===== config.mk =====
export PLATFORM = sky130hd
export DESIGN_NAME = cs_guard_ctrl
export DESIGN_NICKNAME = d
export VERILOG_FILES = /design/src/rtl/cs_guard_pkg.sv /design/src/rtl/cs_guard_decode.sv /design/src/rtl/cs_tick_counter.sv /design/src/rtl/cs_guard_ctrl.sv
export SDC_FILE = /design/constraint.sdc
export NUM_CORES = 1
export LEC_CHECK = 0
export CORE_MARGIN = 5
export CORE_UTILIZATION = 52
export DETAILED_ROUTE_END_ITERATION = 8
export HOLD_SLACK_MARGIN = 0.08
export PLACE_DENSITY = 0.85
export SETUP_SLACK_MARGIN = 0.5
export SYNTH_ARGS = -nofsm -noshare
export SYNTH_HDL_FRONTEND = slang
export SYNTH_SLANG_ARGS = --single-unit

===== constraint.sdc =====
create_clock -name clk -period 2.8 [get_ports clk]
set_input_delay 0.28 -clock clk [delete_from_list [all_inputs] [get_ports clk]]
set_output_delay 0.28 -clock clk [all_outputs]
set_load 0.1 [all_outputs]

===== src/rtl/cs_guard_pkg.sv =====
`timescale 1ns/1ps
package cs_guard_pkg;

  typedef enum logic [2:0] {
    ST_IDLE   = 3'd0,
    ST_SETUP  = 3'd1,
    ST_ACTIVE = 3'd2,
    ST_HOLD   = 3'd3,
    ST_GAP    = 3'd4
  } cs_state_e;

  // Release codes; any code with bit 2 set holds select indefinitely
  localparam logic [2:0] REL_SHORT  = 3'd0;
  localparam logic [2:0] REL_MID    = 3'd1;
  localparam logic [2:0] REL_LONG_A = 3'd2;
  localparam logic [2:0] REL_LONG_B = 3'd3;

  function automatic logic rel_is_never(input logic [2:0] code);
    return code[2];
  endfunction

endpackage


===== src/rtl/cs_guard_decode.sv =====
`timescale 1ns/1ps
module cs_guard_decode
  import cs_guard_pkg::*;
#(
  parameter int GAP_W       = 4,
  parameter int HOLD_A_CLKS = 32,
  parameter int HOLD_B_CLKS = 128,
  parameter int CNT_W       = 9
) (
  input  logic             lead_long,
  input  logic [2:0]       rel_code,
  input  logic [GAP_W-1:0] gap_code,
  output logic [CNT_W-1:0] lead_ticks,
  output logic [CNT_W-1:0] rel_ticks,
  output logic [CNT_W-1:0] gap_ticks,
  output logic             rel_never,
  output logic             rel_long
);

  always_comb begin
    lead_ticks = lead_long ? CNT_W'(3) : CNT_W'(1);
    rel_never  = rel_is_never(rel_code);
    rel_long   = rel_never || (rel_code == REL_LONG_A) || (rel_code == REL_LONG_B);
    case (rel_code)
      REL_SHORT:  rel_ticks = CNT_W'(1);
      REL_MID:    rel_ticks = CNT_W'(3);
      REL_LONG_A: rel_ticks = CNT_W'(2 * HOLD_A_CLKS);
      REL_LONG_B: rel_ticks = CNT_W'(2 * HOLD_B_CLKS);
      default:    rel_ticks = '0;
    endcase
    // periods = code + 1, two ticks per period
    gap_ticks = CNT_W'({gap_code, 1'b0}) + CNT_W'(2);
  end

endmodule


===== src/rtl/cs_tick_counter.sv =====
`timescale 1ns/1ps
module cs_tick_counter #(
  parameter int CNT_W = 9
) (
  input  logic             clk,
  input  logic             rst,
  input  logic             load,
  input  logic [CNT_W-1:0] load_val,
  input  logic             dec,
  output logic             last
);

  logic [CNT_W-1:0] cnt_q;

  always_ff @(posedge clk) begin
    if (rst) begin
      cnt_q <= '0;
    end else if (load) begin
      cnt_q <= load_val;
    end else if (dec && (cnt_q != '0)) begin
      cnt_q <= cnt_q - 1'b1;
    end
  end

  assign last = (cnt_q == CNT_W'(1));

endmodule


===== src/rtl/cs_guard_ctrl.sv =====
`timescale 1ns/1ps
module cs_guard_ctrl
  import cs_guard_pkg::*;
#(
  parameter int GAP_W       = 4,
  parameter int HOLD_A_CLKS = 32,
  parameter int HOLD_B_CLKS = 128
) (
  input  logic             clk,
  input  logic             rst,
  input  logic             tick,
  input  logic             start_req,
  input  logic             xfer_done,
  input  logic             force_release,
  input  logic             cfg_lead_long,
  input  logic [2:0]       cfg_release,
  input  logic [GAP_W-1:0] cfg_gap,
  output logic             cs_n,
  output logic             clk_go,
  output logic             resume
);

  localparam int MAX_TICKS = (2 * HOLD_B_CLKS > (2 << GAP_W)) ? 2 * HOLD_B_CLKS : (2 << GAP_W);
  localparam int CNT_W     = $clog2(MAX_TICKS + 1);

  cs_state_e        st_q, st_d;
  logic             long_q, never_q;
  logic [CNT_W-1:0] lead_ticks, rel_ticks, gap_ticks;
  logic             rel_never, rel_long;
  logic             cnt_load, cnt_dec, cnt_last;
  logic [CNT_W-1:0] cnt_val;

  cs_guard_decode #(
    .GAP_W      (GAP_W),
    .HOLD_A_CLKS(HOLD_A_CLKS),
    .HOLD_B_CLKS(HOLD_B_CLKS),
    .CNT_W      (CNT_W)
  ) u_decode (
    .lead_long (cfg_lead_long),
    .rel_code  (cfg_release),
    .gap_code  (cfg_gap),
    .lead_ticks(lead_ticks),
    .rel_ticks (rel_ticks),
    .gap_ticks (gap_ticks),
    .rel_never (rel_never),
    .rel_long  (rel_long)
  );

  cs_tick_counter #(.CNT_W(CNT_W)) u_counter (
    .clk     (clk),
    .rst     (rst),
    .load    (cnt_load),
    .load_val(cnt_val),
    .dec     (cnt_dec),
    .last    (cnt_last)
  );

  // next phase
  always_comb begin
    st_d = st_q;
    case (st_q)
      ST_IDLE:   if (start_req) st_d = ST_SETUP;
      ST_SETUP:  if (tick && cnt_last) st_d = ST_ACTIVE;
      ST_ACTIVE: if (xfer_done) st_d = ST_HOLD;
      ST_HOLD: begin
        if (force_release) begin
          if (tick) st_d = ST_GAP;
        end else if (start_req && long_q) begin
          st_d = ST_ACTIVE;
        end else if (tick && !never_q && cnt_last) begin
          st_d = ST_GAP;
        end
      end
      ST_GAP:    if (tick && cnt_last) st_d = ST_IDLE;
      default:   st_d = ST_IDLE;
    endcase
  end

  // interval loading on phase entry, counting on ticks
  always_comb begin
    cnt_val = '0;
    case (st_d)
      ST_SETUP: cnt_val = lead_ticks;
      ST_HOLD:  cnt_val = rel_ticks;
      ST_GAP:   cnt_val = gap_ticks;
      default:  cnt_val = '0;
    endcase
    cnt_load = (st_d != st_q) &&
               ((st_d == ST_SETUP) || (st_d == ST_HOLD) || (st_d == ST_GAP));
    cnt_dec  = tick && ((st_q == ST_SETUP) || (st_q == ST_HOLD) || (st_q == ST_GAP));
  end

  always_ff @(posedge clk) begin
    if (rst) begin
      st_q    <= ST_IDLE;
      long_q  <= 1'b0;
      never_q <= 1'b0;
      cs_n    <= 1'b1;
      clk_go  <= 1'b0;
      resume  <= 1'b0;
    end else begin
      st_q   <= st_d;
      cs_n   <= !((st_d == ST_SETUP) || (st_d == ST_ACTIVE) || (st_d == ST_HOLD));
      clk_go <= (st_q == ST_SETUP) && (st_d == ST_ACTIVE);
      resume <= (st_q == ST_HOLD) && (st_d == ST_ACTIVE);
      if ((st_q == ST_ACTIVE) && (st_d == ST_HOLD)) begin
        long_q  <= rel_long;
        never_q <= rel_never;
      end
    end
  end

endmodule


==> summary.md, run 1 <==
| Metric | Value |
|---|---|
| Run status | complete, no violations |
| Routed WL | 3000 um |
| Final Max Slew Viols | 0 |
| Max incr delay on CP | 0.56 ns |
| Final hold slack | 0.5286 ns |
| Ant. Diodes | 0 |
| Die area | 3117 um2 |
| CTS hold repair buffers | 0 |
| Setup ws final | 0.5404 ns |
| Drc violations | 0 |
| Crit-path cells | inv_1, ha_1, nor2b_1, a41oi_2, a21oi_2, or4b_4, or3_1, o31ai_1 |
| Worst slew pin tran | 0.4667 ns |
| Largest net degree at the start of global routing | 17 |
| Post-route minimum period | 2.260 ns |
| Adder-cell area share of the yosys netlist | 4.582% |
| Leak | 0.5173 nW |
| CTS Root Cell | clkbuf_4 |
| Max stage delay cell, worst path | or4b_4 |
| Dpl ws | 0.3979 ns |
| Placed cells | 170 |
| Worst path top cell family by delay | simple AND/OR/NAND/NOR gates |
| Synth Area in Compound Gates | 21.99% |
| WP buf/inv | 1 |
| Final count of negative-setup-slack endpoints | 0 |
| Vias/cell | 6.309 |
| Crit path DAT | 2.48 ns |
| CTS buffer count | 3 |
| Worst hold stages | 2 |
| Routed Antenna Nets | 0 |
| Hold WC Path Type | reg2reg |
| Reg clk slew, reported paths | 0.10 ns |
| All-Layer GR Usage | 18.25% |
| Detailed Routing Iterations Pass 1 | 5 |
| Top_reg_cell synth | dfxtp_1 |
| Worst Clk Skew | 0.002949 ns |
| PD cells | 541.6 nW/um2 |
| H-tree levels | 1 |
| RSZ-0062 raised after global routing | true |
| Mean Syn Cell Area | 8.402 um2 |
| Core area | 1982 um2 |
| Slew margin rel. | 68.08% |
| Worst Path Class, Setup | reg2reg |
| CP startpoint kind | flop |
| Reg-to-reg setup timing slack | 0.54 ns |
| Area Overhead vs Synth | 24.28% |
| Mux share of post-synthesis cell area | 1.833% |
| Port buffer count | 16 |
| Width of the die | 55.83 um |
| Async set or reset register ratio after synthesis | 0% |
| R2r endpoint | u_counter.cnt_q[6] |
| XOR/XNOR Fraction of Synth Area | 6.415% |
| Clk buf depth | 2 |
| Required time of the critical path | 3.02 ns |
| Synthesized instance count | 130 |
| Initial antenna violation count | 0 |
| Fin Setup TNS | 0 ns |
| Worst-case reg-to-reg path depth | 8 |
| EDFF count, synth | 0 |
| DR iter-0 viols | 62 |
| CP Capture Type | flop |
| Clock Latency Late Sink | 0.30 ns |
| Global-route wire length before repair | 4657 um |
| Synthesized net count | 148 |
| Nets | 170 |
| Routed via count | 1123 |
| Post-Layout Cell Count | 178 |
| CTS tree | built |
| RePlAce Congestion | 1.009 |
| Synth cell types | 46 |
| HPWL after detailed placement | 2120 um |
| Rows | 16 |
| Initial Util | 55.11% |
| Clk sinks | 17 |
| Fmax | 442.6 MHz |
| Share of cells above drive strength 1 | 15.23% |
| Grt ovf | 0 |
| Avg WL per Cell | 16.85 um |
| Cell count along the critical path | 8 |
| I/O pin count | 17 |
| Vias in the first global route | 1059 |
| Sequential area share after synthesis | 31.16% |
| Largest family of logic cells by synthesized area | simple AND/OR/NAND/NOR gates |
| Synthesized area | 1092 um2 |
| Crit-path max FO | 4 |
| Critical path origin | u_counter.cnt_q[1] |
| Maximum vdd ir drop | 0.0003986 V |
| Synthesized flop and latch total | 17 |
| Ys Warns | 0 |
| CP Capture Point | u_counter.cnt_q[6] |
| Final period util | 80.70% |
| Synth Area in Simple Gates | 31.04% |
| Fin. Hold Viols | 0 |
| R2r startpoint | u_counter.cnt_q[1] |
| Max-Cap Viols | 0 |
| Die H | 55.83 um |
through the flow:
| step | total power [mW] | instance area [um2] | util, % |
|---|---|---|---|
| floorplan | 0.4878 | 1092 | - |
| global placement | 0.5477 | 1269 | 64.02 |
| detailed placement | 0.5587 | 1269 | 64.02 |
| CTS | 0.6922 | 1300 | 65.59 |
| global route | 0.7751 | 1358 | 68.50 |
| finish | 0.7352 | 1358 | 68.50 |
worst reg2reg max path, cell delays in order (launching register included):
cell and delay, ns:
dfxtp_2 0.35, inv_1 0.07, ha_1 0.20, nor2b_1 0.14, a41oi_2 0.33, a21oi_2 0.14, or4b_4 0.56, or3_1 0.32
o31ai_1 0.07
where the power goes:
group | switching (mW) | internal [mW]
Sequential | 0.0353 | 0.266
Combinational | 0.163 | 0.132
Clock | 0.0832 | 0.0556
repair_timing:
action | 4_1_cts | 5_1_grt
pin swaps | 0 | 3
setup buffers | 0 | 4
setup endpoints to repair | 1 | 6
resized for setup | 1 | 7
cells in the mapped netlist, types with 2 or more instances:
cell	count	share of area, %
dfxtp_1	17	31
nor2_1	15	5.2
nand2_1	7	2.4
a21oi_1	6	2.7
nand3_1	6	2.7
nor2b_1	5	2.9
nor3_1	5	2.3
xor2_1	5	4.0
a211oi_1	4	2.7
ha_1	4	4.6
inv_1	4	1.4
nand2b_1	3	1.7
o21ai_0	3	1.4
xnor2_1	3	2.4
a2111oi_0	2	1.6
a21boi_0	2	1.4
a31oi_1	2	1.1
buf_2	2	0.92
clkbuf_1	2	0.69
mux2i_1	2	1.8
nand4_1	2	1.1
nor3_2	2	1.8
nor3b_1	2	1.4
o31ai_1	2	1.4
or3_1	2	1.1
cell families after synthesis:
kind of cell	Yosys count
mux	2
xor+xnor	8
simple gates	59
flops	17
buf+inv	8
compound gates	32
fa+ha+maj	4
metal layers:
metal | routed length, um | track usage, % | vias up | share of wire (%)
met5 | 0 | 0 | - | 0
met2 | 1456 | 30.41 | 69 | 49
met4 | 97 | 6.102 | 0 | 3.2
li1 | - | - | 522 | -
met1 | 1186 | 23.09 | 519 | 40
met3 | 260 | 4.176 | 13 | 8.7
worst min path at each step:
stage,from,end,slack (ns)
2_1_floorplan,cfg_release[0],u_counter.cnt_q[8],0.42
3_3_place_gp,long_q,long_q,0.49
3_5_place_dp,long_q,long_q,0.50
4_1_cts,long_q,long_q,0.53
5_1_grt,long_q,long_q,0.58
6_report,long_q,long_q,0.53
registers in the layout (all words and copies together) (netlist names):
signal	count
u_counter.cnt_q	9
st_q	3
long_q	1
clk_go	1
resume	1
cs_n	1
never_q	1
layout make-up:
type | count | area [um2]
multi-input combinational | 105 | 750.7
fill | 153 | 624.3
sequential | 17 | 341.6
timing repair buffer | 21 | 190.2
tap | 27 | 33.78
clock buffer | 4 | 26.28
inverter | 4 | 15.01
cells in the final DEF, fill, tap and decap left out, types with 3 or more instances in the layout:
cell,Yosys,layout
a21oi_1,6,5
nor2_1,15,14
ha_1,4,4
a211oi_1,4,4
xor2_1,5,5
buf_4,0,8
nand2_1,7,7
nand3_1,6,6
o21ai_0,3,3
clkbuf_4,0,3
nor3_1,5,5
clkdlybuf4s50_1,0,13
inv_1,4,4
dfxtp_1,17,16
xnor2_1,3,3
nor2b_1,5,4
nand2b_1,3,3
(Power assumes the default switching activity.)
==> run 2, diff against run 1 <==
- CORE_ASPECT_RATIO: not set -> 1.75
- CORE_UTILIZATION: 52 -> 47
- PLACE_DENSITY: 0.85 -> 0.81
- clock period: 2.8 -> 2 ns (I/O delays scaled with it)
==> summary.md, run 2 (synthesized netlist as in run 1, its figures left out) <==
| Metric | Value |
|---|---|
| Worst Path Class, Setup | reg2reg |
| Vias in the first global route | 1364 (+29%) |
| Most frequent cells in the layout | 31 x buf_4, 12 x nor2_1, 12 x clkdlybuf4s50_1 |
| Avg WL per Cell | 22.11 um (+31%) |
| Met1 wire length | 1744 um (+47%) |
| Largest net degree at the start of global routing | 17 (unchanged) |
| Ant. Diodes | 0 (unchanged) |
| Width of the die | 46.44 um (-17%) |
| Reg clk slew, reported paths | 0.08 ns (-0.02 ns) |
| Worst hold stages | 2 (unchanged) |
| Clk sinks | 17 (unchanged) |
| Fin. Hold Viols | 0 (unchanged) |
| Placed cells | 189 (+11%) |
| Nets | 203 (+19%) |
| PD cells | 765.1 nW/um2 (+41%) |
| Hold WC Path Type | reg2reg |
| Routed Antenna Nets | 0 (unchanged) |
| HPWL after detailed placement | 2269 um (+7.0%) |
| CTS hold repair buffers | 0 (unchanged) |
| DR WL met2 | 2461 um (+69%) |
| Crit-path max FO | 5 (+1) |
| Worst-case reg-to-reg path depth | 7 (-1) |
| Max reg flops | 9 (unchanged) |
| Clk buf depth | 2 (unchanged) |
| Clock Latency Late Sink | 0.27 ns (-0.03 ns) |
| Biggest regs | u_counter.cnt_q (9), st_q (3) |
| Slew margin rel. | 75.24% (+7.2 points) |
| Setup ws final | 0.03406 ns (-0.5063 ns) |
| RePlAce Congestion | 0.8632 (-14%) |
| Final Max Slew Viols | 0 (unchanged) |
| Worst Clk Skew | 0.005281 ns (+0.002333 ns) |
| Area Overhead vs Synth | 78.92% |
| Final hold slack | 0.5423 ns (+0.01369 ns) |
| R2r endpoint | u_counter.cnt_q[6] |
| I/O pin count | 17 (unchanged) |
| Commonest non-fill, non-tap cell in the layout | buf_4 |
| Drc violations | 0 (unchanged) |
| Port buffer count | 16 (unchanged) |
| CP Capture Type | flop |
| Post-Layout Cell Count | 209 (+17%) |
| CTS tree | built |
| Routed via count | 1289 (+15%) |
| CTS Root Cell | clkbuf_8 |
| Leak | 0.7608 nW (+47%) |
| Dpl ws | -0.1588 ns (-0.5567 ns) |
| Max-Cap Viols | 0 (unchanged) |
| DR iter-0 viols | 38 (-39%) |
| Run status | complete, no violations |
| R2r startpoint | u_counter.cnt_q[5] |
| Routed WL | 4621 um (+54%) |
| Worst slew pin tran | 0.3710 ns (-0.09574 ns) |
| Post-route minimum period | 1.966 ns (-0.2937 ns) |
| H-tree levels | 1 (unchanged) |
| Final period util | 98.30% (+18 points) |
| Reg-to-reg setup timing slack | 0.03 ns (-0.51 ns) |
| Hold endpoint | long_q |
| Hold_sp | long_q |
| Top layer in use | met4 |
| RSZ-0062 raised after global routing | true |
| FILL cells | 112 (-27%) |
| Initial antenna violation count | 0 (unchanged) |
| Final count of negative-setup-slack endpoints | 0 (unchanged) |
| Rows | 23 (+7) |
| Detailed Routing Iterations Pass 1 | 4 (-1) |
| CP startpoint kind | flop |
| Global-route wire length before repair | 6989 um (+50%) |
| Vias/cell | 6.167 (-2.2%) |
| Largest reg by FF count | u_counter.cnt_q |
| Grt ovf | 0 (unchanged) |
| Die area | 3426 um2 (+9.9%) |
| Required time of the critical path | 2.17 ns (-0.85 ns) |
| Die H | 73.78 um (+32%) |
| Fmax | 508.7 MHz (+15%) |
| Maximum vdd ir drop | 0.0007243 V (+82%) |
| All-Layer GR Usage | 29.24% (+11 points) |
| Share of cells above drive strength 1 | 52.72% (+37 points) |
| Crit path DAT | 2.14 ns (-0.34 ns) |
| CTS buffer count | 3 (unchanged) |
| Core area | 2273 um2 (+15%) |
| Initial Util | 48.05% (-7.1 points) |
| Metal3 WL | 167 um (-36%) |
-- run 2: critical path, stage by stage (launching register included) --
cell and delay [ns]:
dfxtp_2 0.33, nor4_4 0.25, buf_4 0.18, a31o_1 0.17
a21oi_2 0.05, or4b_4 0.49, or3_1 0.33, o31ai_1 0.07
-- run 2: area by class of cell --
cell class,count,area [um2],area share [%]
multi-input combinational,105,1016,51.98
timing repair buffer,54,486.7,24.90
sequential,17,359.1,18.37
clock buffer,3,41.29,2.113
tap,25,31.28,1.601
inverter,4,15.01,0.7682
clock inverter,1,5.005,0.2561
-- run 2: how the worst max path moves through the flow --
stage	from	cells past startpoint	endpoint
floorplan	u_counter.cnt_q[1]	8	u_counter.cnt_q[6]
global placement	tick	7	u_counter.cnt_q[6]
detailed placement	tick	7	u_counter.cnt_q[6]
CTS	u_counter.cnt_q[5]	7	u_counter.cnt_q[6]
global route	st_q[0]	6	u_counter.cnt_q[6]
finish	u_counter.cnt_q[5]	7	u_counter.cnt_q[6]
-- run 2: layer usage --
layer	vias up	global-route usage [%]
met5	-	0
met4	0	16.14
met3	24	3.922
met2	51	51.53
met1	619	31.55
li1	595	-
-- run 2: power breakdown --
group | leakage, nW | switching [mW] | internal, mW | total (mW)
Combinational | 0.592 | 0.397 | 0.399 | 0.796
Sequential | 0.143 | 0.0462 | 0.375 | 0.421
Clock | 0.0255 | 0.139 | 0.139 | 0.278
-- run 2: timing repair --
action / in CTS / in global routing
resized for setup: 45 / 20
endpoints found under the setup margin: 15 / 15
pin swaps: 15 / 7
setup buffers: 14 / 2
gates cloned: 0 / 0
-- run 2: per-stage QoR --
stage	total power [mW]	util [%]	area (um2)	TNS, ns
after detailed placement	0.9147	64.89	1475	-0.4005
after global placement	0.9007	64.89	1475	-0.1632
after floorplan	0.7201	-	1146	0
after CTS	1.369	81.12	1844	0
after global routing	1.550	85.97	1954	-0.02899
final	1.495	85.97	1954	0
==> run 3, diff against run 2 <==
- CORE_MARGIN: 5 -> 1
==> summary.md, run 3 (synthesized netlist as in run 1, its figures left out) <==
| Metric | Value |
|---|---|
| PD cells | 750.4 nW/um2 (-1.9%) |
| CP startpoint kind | flop |
| Hold_sp | long_q |
| Hold endpoint | long_q |
| FILL cells | 117 (+4.5%) |
| Max incr delay on CP | 0.55 ns (+0.06 ns) |
| Initial Util | 50.87% (+2.8 points) |
| Worst slew pin tran | 0.4089 ns (+0.03797 ns) |
| Slew margin rel. | 72.55% (-2.7 points) |
| Reg area | 352.8 um2 (-1.7%) |
| Routed via count | 1313 (+1.9%) |
| Commonest non-fill, non-tap cell in the layout | buf_4 |
| CP Capture Type | flop |
| Required time of the critical path | 2.20 ns (+0.03 ns) |
| Reg clk slew, reported paths | 0.10 ns (+0.02 ns) |
| Largest net degree at the start of global routing | 17 (unchanged) |
| Largest reg by FF count | u_counter.cnt_q |
| Share of cells above drive strength 1 | 46.07% (-6.6 points) |
| Worst Clk Skew | 0.003087 ns (-0.002195 ns) |
| R2r endpoint | u_counter.cnt_q[6] |
| DR iter-0 viols | 56 (+47%) |
| Width of the die | 38.44 um (-17%) |
| Rows | 22 (-4.3%) |
| Initial antenna violation count | 0 (unchanged) |
| RePlAce Congestion | 0.8677 (+0.52%) |
| Avg WL per Cell | 21.40 um (-3.2%) |
| H-tree levels | 1 (unchanged) |
| I/O pin count | 17 (unchanged) |
| Run status | finished, violations left |
| Crit-path cells | nor2b_1, o211a_1, a221oi_2, or4b_4, or3_1, o31ai_1 |
| Worst Path Class, Setup | reg2reg |
| Ant. Diodes | 0 (unchanged) |
| Area after DPL | 1466 um2 (-0.59%) |
| Cell count along the critical path | 6 (-1) |
| Worst hold stages | 2 (unchanged) |
| Biggest regs | u_counter.cnt_q (9), st_q (3) |
| Most frequent cells in the layout | 26 x buf_4, 13 x clkdlybuf4s50_1, 12 x nor2_1 |
| CTS hold repair buffers | 0 (unchanged) |
| Final Power | 1.362 mW (-8.9%) |
| Clock Latency Late Sink | 0.29 ns (+0.02 ns) |
| Fin Setup TNS | -0.01596 ns (-0.01596 ns) |
| Reg-to-reg setup timing slack | -0.02 ns (-0.05 ns) |
| Setup ws final | -0.01596 ns (-0.05002 ns) |
| Final Max Slew Viols | 0 (unchanged) |
| Routed Antenna Nets | 0 (unchanged) |
| Multi-input gate area | 943.4 um2 (-7.1%) |
| Fmax | 496.0 MHz (-2.5%) |
| WP buf/inv | 0 (-1) |
| Leak | 0.7171 nW (-5.7%) |
| Detailed Routing Iterations Pass 1 | 6 (+2) |
| CTS buffer count | 3 (unchanged) |
| Crit-path max FO | 8 (+3) |
| Die H | 65.78 um (-11%) |
| Final instance area | 1815 um2 (-7.1%) |
| Clk sinks | 17 (unchanged) |
| Critical path origin | st_q[0] |
| Post-route minimum period | 2.016 ns (+0.05002 ns) |
| Global-route wire length before repair | 5609 um (-20%) |
| Fin. Hold Viols | 0 (unchanged) |
| Failing checks | setup timing |
| HPWL after detailed placement | 2375 um (+4.6%) |
| Maximum vdd ir drop | 0.0006058 V (-16%) |
| R2r startpoint | st_q[0] |
| RSZ-0062 raised after global routing | true |
| Max reg flops | 9 (unchanged) |
| Vias/cell | 6.500 (+5.4%) |
| Nets | 197 (-3.0%) |
| Max stage delay cell, worst path | or4b_4 |
| Final count of negative-setup-slack endpoints | 1 (+1) |
| Die area | 2528 um2 (-26%) |
| Vias in the first global route | 1269 (-7.0%) |
| Hold WC Path Type | reg2reg |
| Dpl ws | -0.1602 ns (-0.001372 ns) |
| Crit path DAT | 2.22 ns (+0.08 ns) |
| Clk buf depth | 2 (unchanged) |
| Area Overhead vs Synth | 66.21% |
| Core area | 2147 um2 (-5.6%) |
| Max-Cap Viols | 0 (unchanged) |
| Worst path top cell family by delay | simple AND/OR/NAND/NOR gates |
| CTS tree | built |
| Worst-case reg-to-reg path depth | 6 (-1) |
| Final period util | 100.8% (+2.5 points) |
| Routed WL | 4322 um (-6.5%) |
| CTS Root Cell | clkbuf_4 |
| Drc violations | 0 (unchanged) |
| Port buffer count | 16 (unchanged) |
| All-Layer GR Usage | 31.32% (+2.1 points) |
| Grt ovf | 0 (unchanged) |
-- run 3: metrics by stage --
step                cells  util, %  hold slack (ns)
floorplan             130        -           0.3439
detailed placement    187    68.30           0.4861
global route          202    84.56           0.6025
finish                202    84.56           0.5837
global placement      187    68.30           0.4834
CTS                   197    77.68           0.5094
-- run 3: worst max path at each step --
stage,to,slack (ns)
after floorplan,u_counter.cnt_q[6],0.08
after global placement,u_counter.cnt_q[6],-0.12
after detailed placement,u_counter.cnt_q[6],-0.16
after CTS,u_counter.cnt_q[6],0.07
after global routing,u_counter.cnt_q[6],-0.07
final,u_counter.cnt_q[6],-0.02
-- run 3: cell type report --
class | instances | share of cell area, %
Sequential cell | 17 | 19.43
Inverter | 4 | 0.8270
Tap cell | 24 | 1.654
Clock buffer | 4 | 1.447
Multi-Input combinational cell | 105 | 51.96
Timing Repair Buffer | 48 | 24.67
-- run 3: worst min-delay path, cell delays in order, from the launching register on --
cell     delay, ns
dfxtp_1       0.36
a21oi_1       0.08
nor2_1        0.10
-- run 3: what timing repair did --
| item | in CTS | in global routing |
|---|---|---|
| cloned | 0 | 0 |
| setup buffers | 6 | 5 |
| gates resized for setup | 31 | 19 |
| pin swaps | 11 | 7 |
| setup endpoints to repair | 14 | 15 |
-- run 3: layer usage --
metal  global-route usage [%]  share of wire (%)  vias up
met1                    32.77                 36      635
li1                         -                  -      579
met3                    4.377                4.4       27
met2                    54.66                 53       72
met5                        0                  0        -
met4                    20.26                7.4        0
-- run 3: power by group --
part | leakage [nW] | total, mW | internal (mW) | switching (mW)
logic | 0.560 | 0.760 | 0.371 | 0.389
registers | 0.142 | 0.418 | 0.375 | 0.0422
clock network | 0.0150 | 0.185 | 0.0776 | 0.107
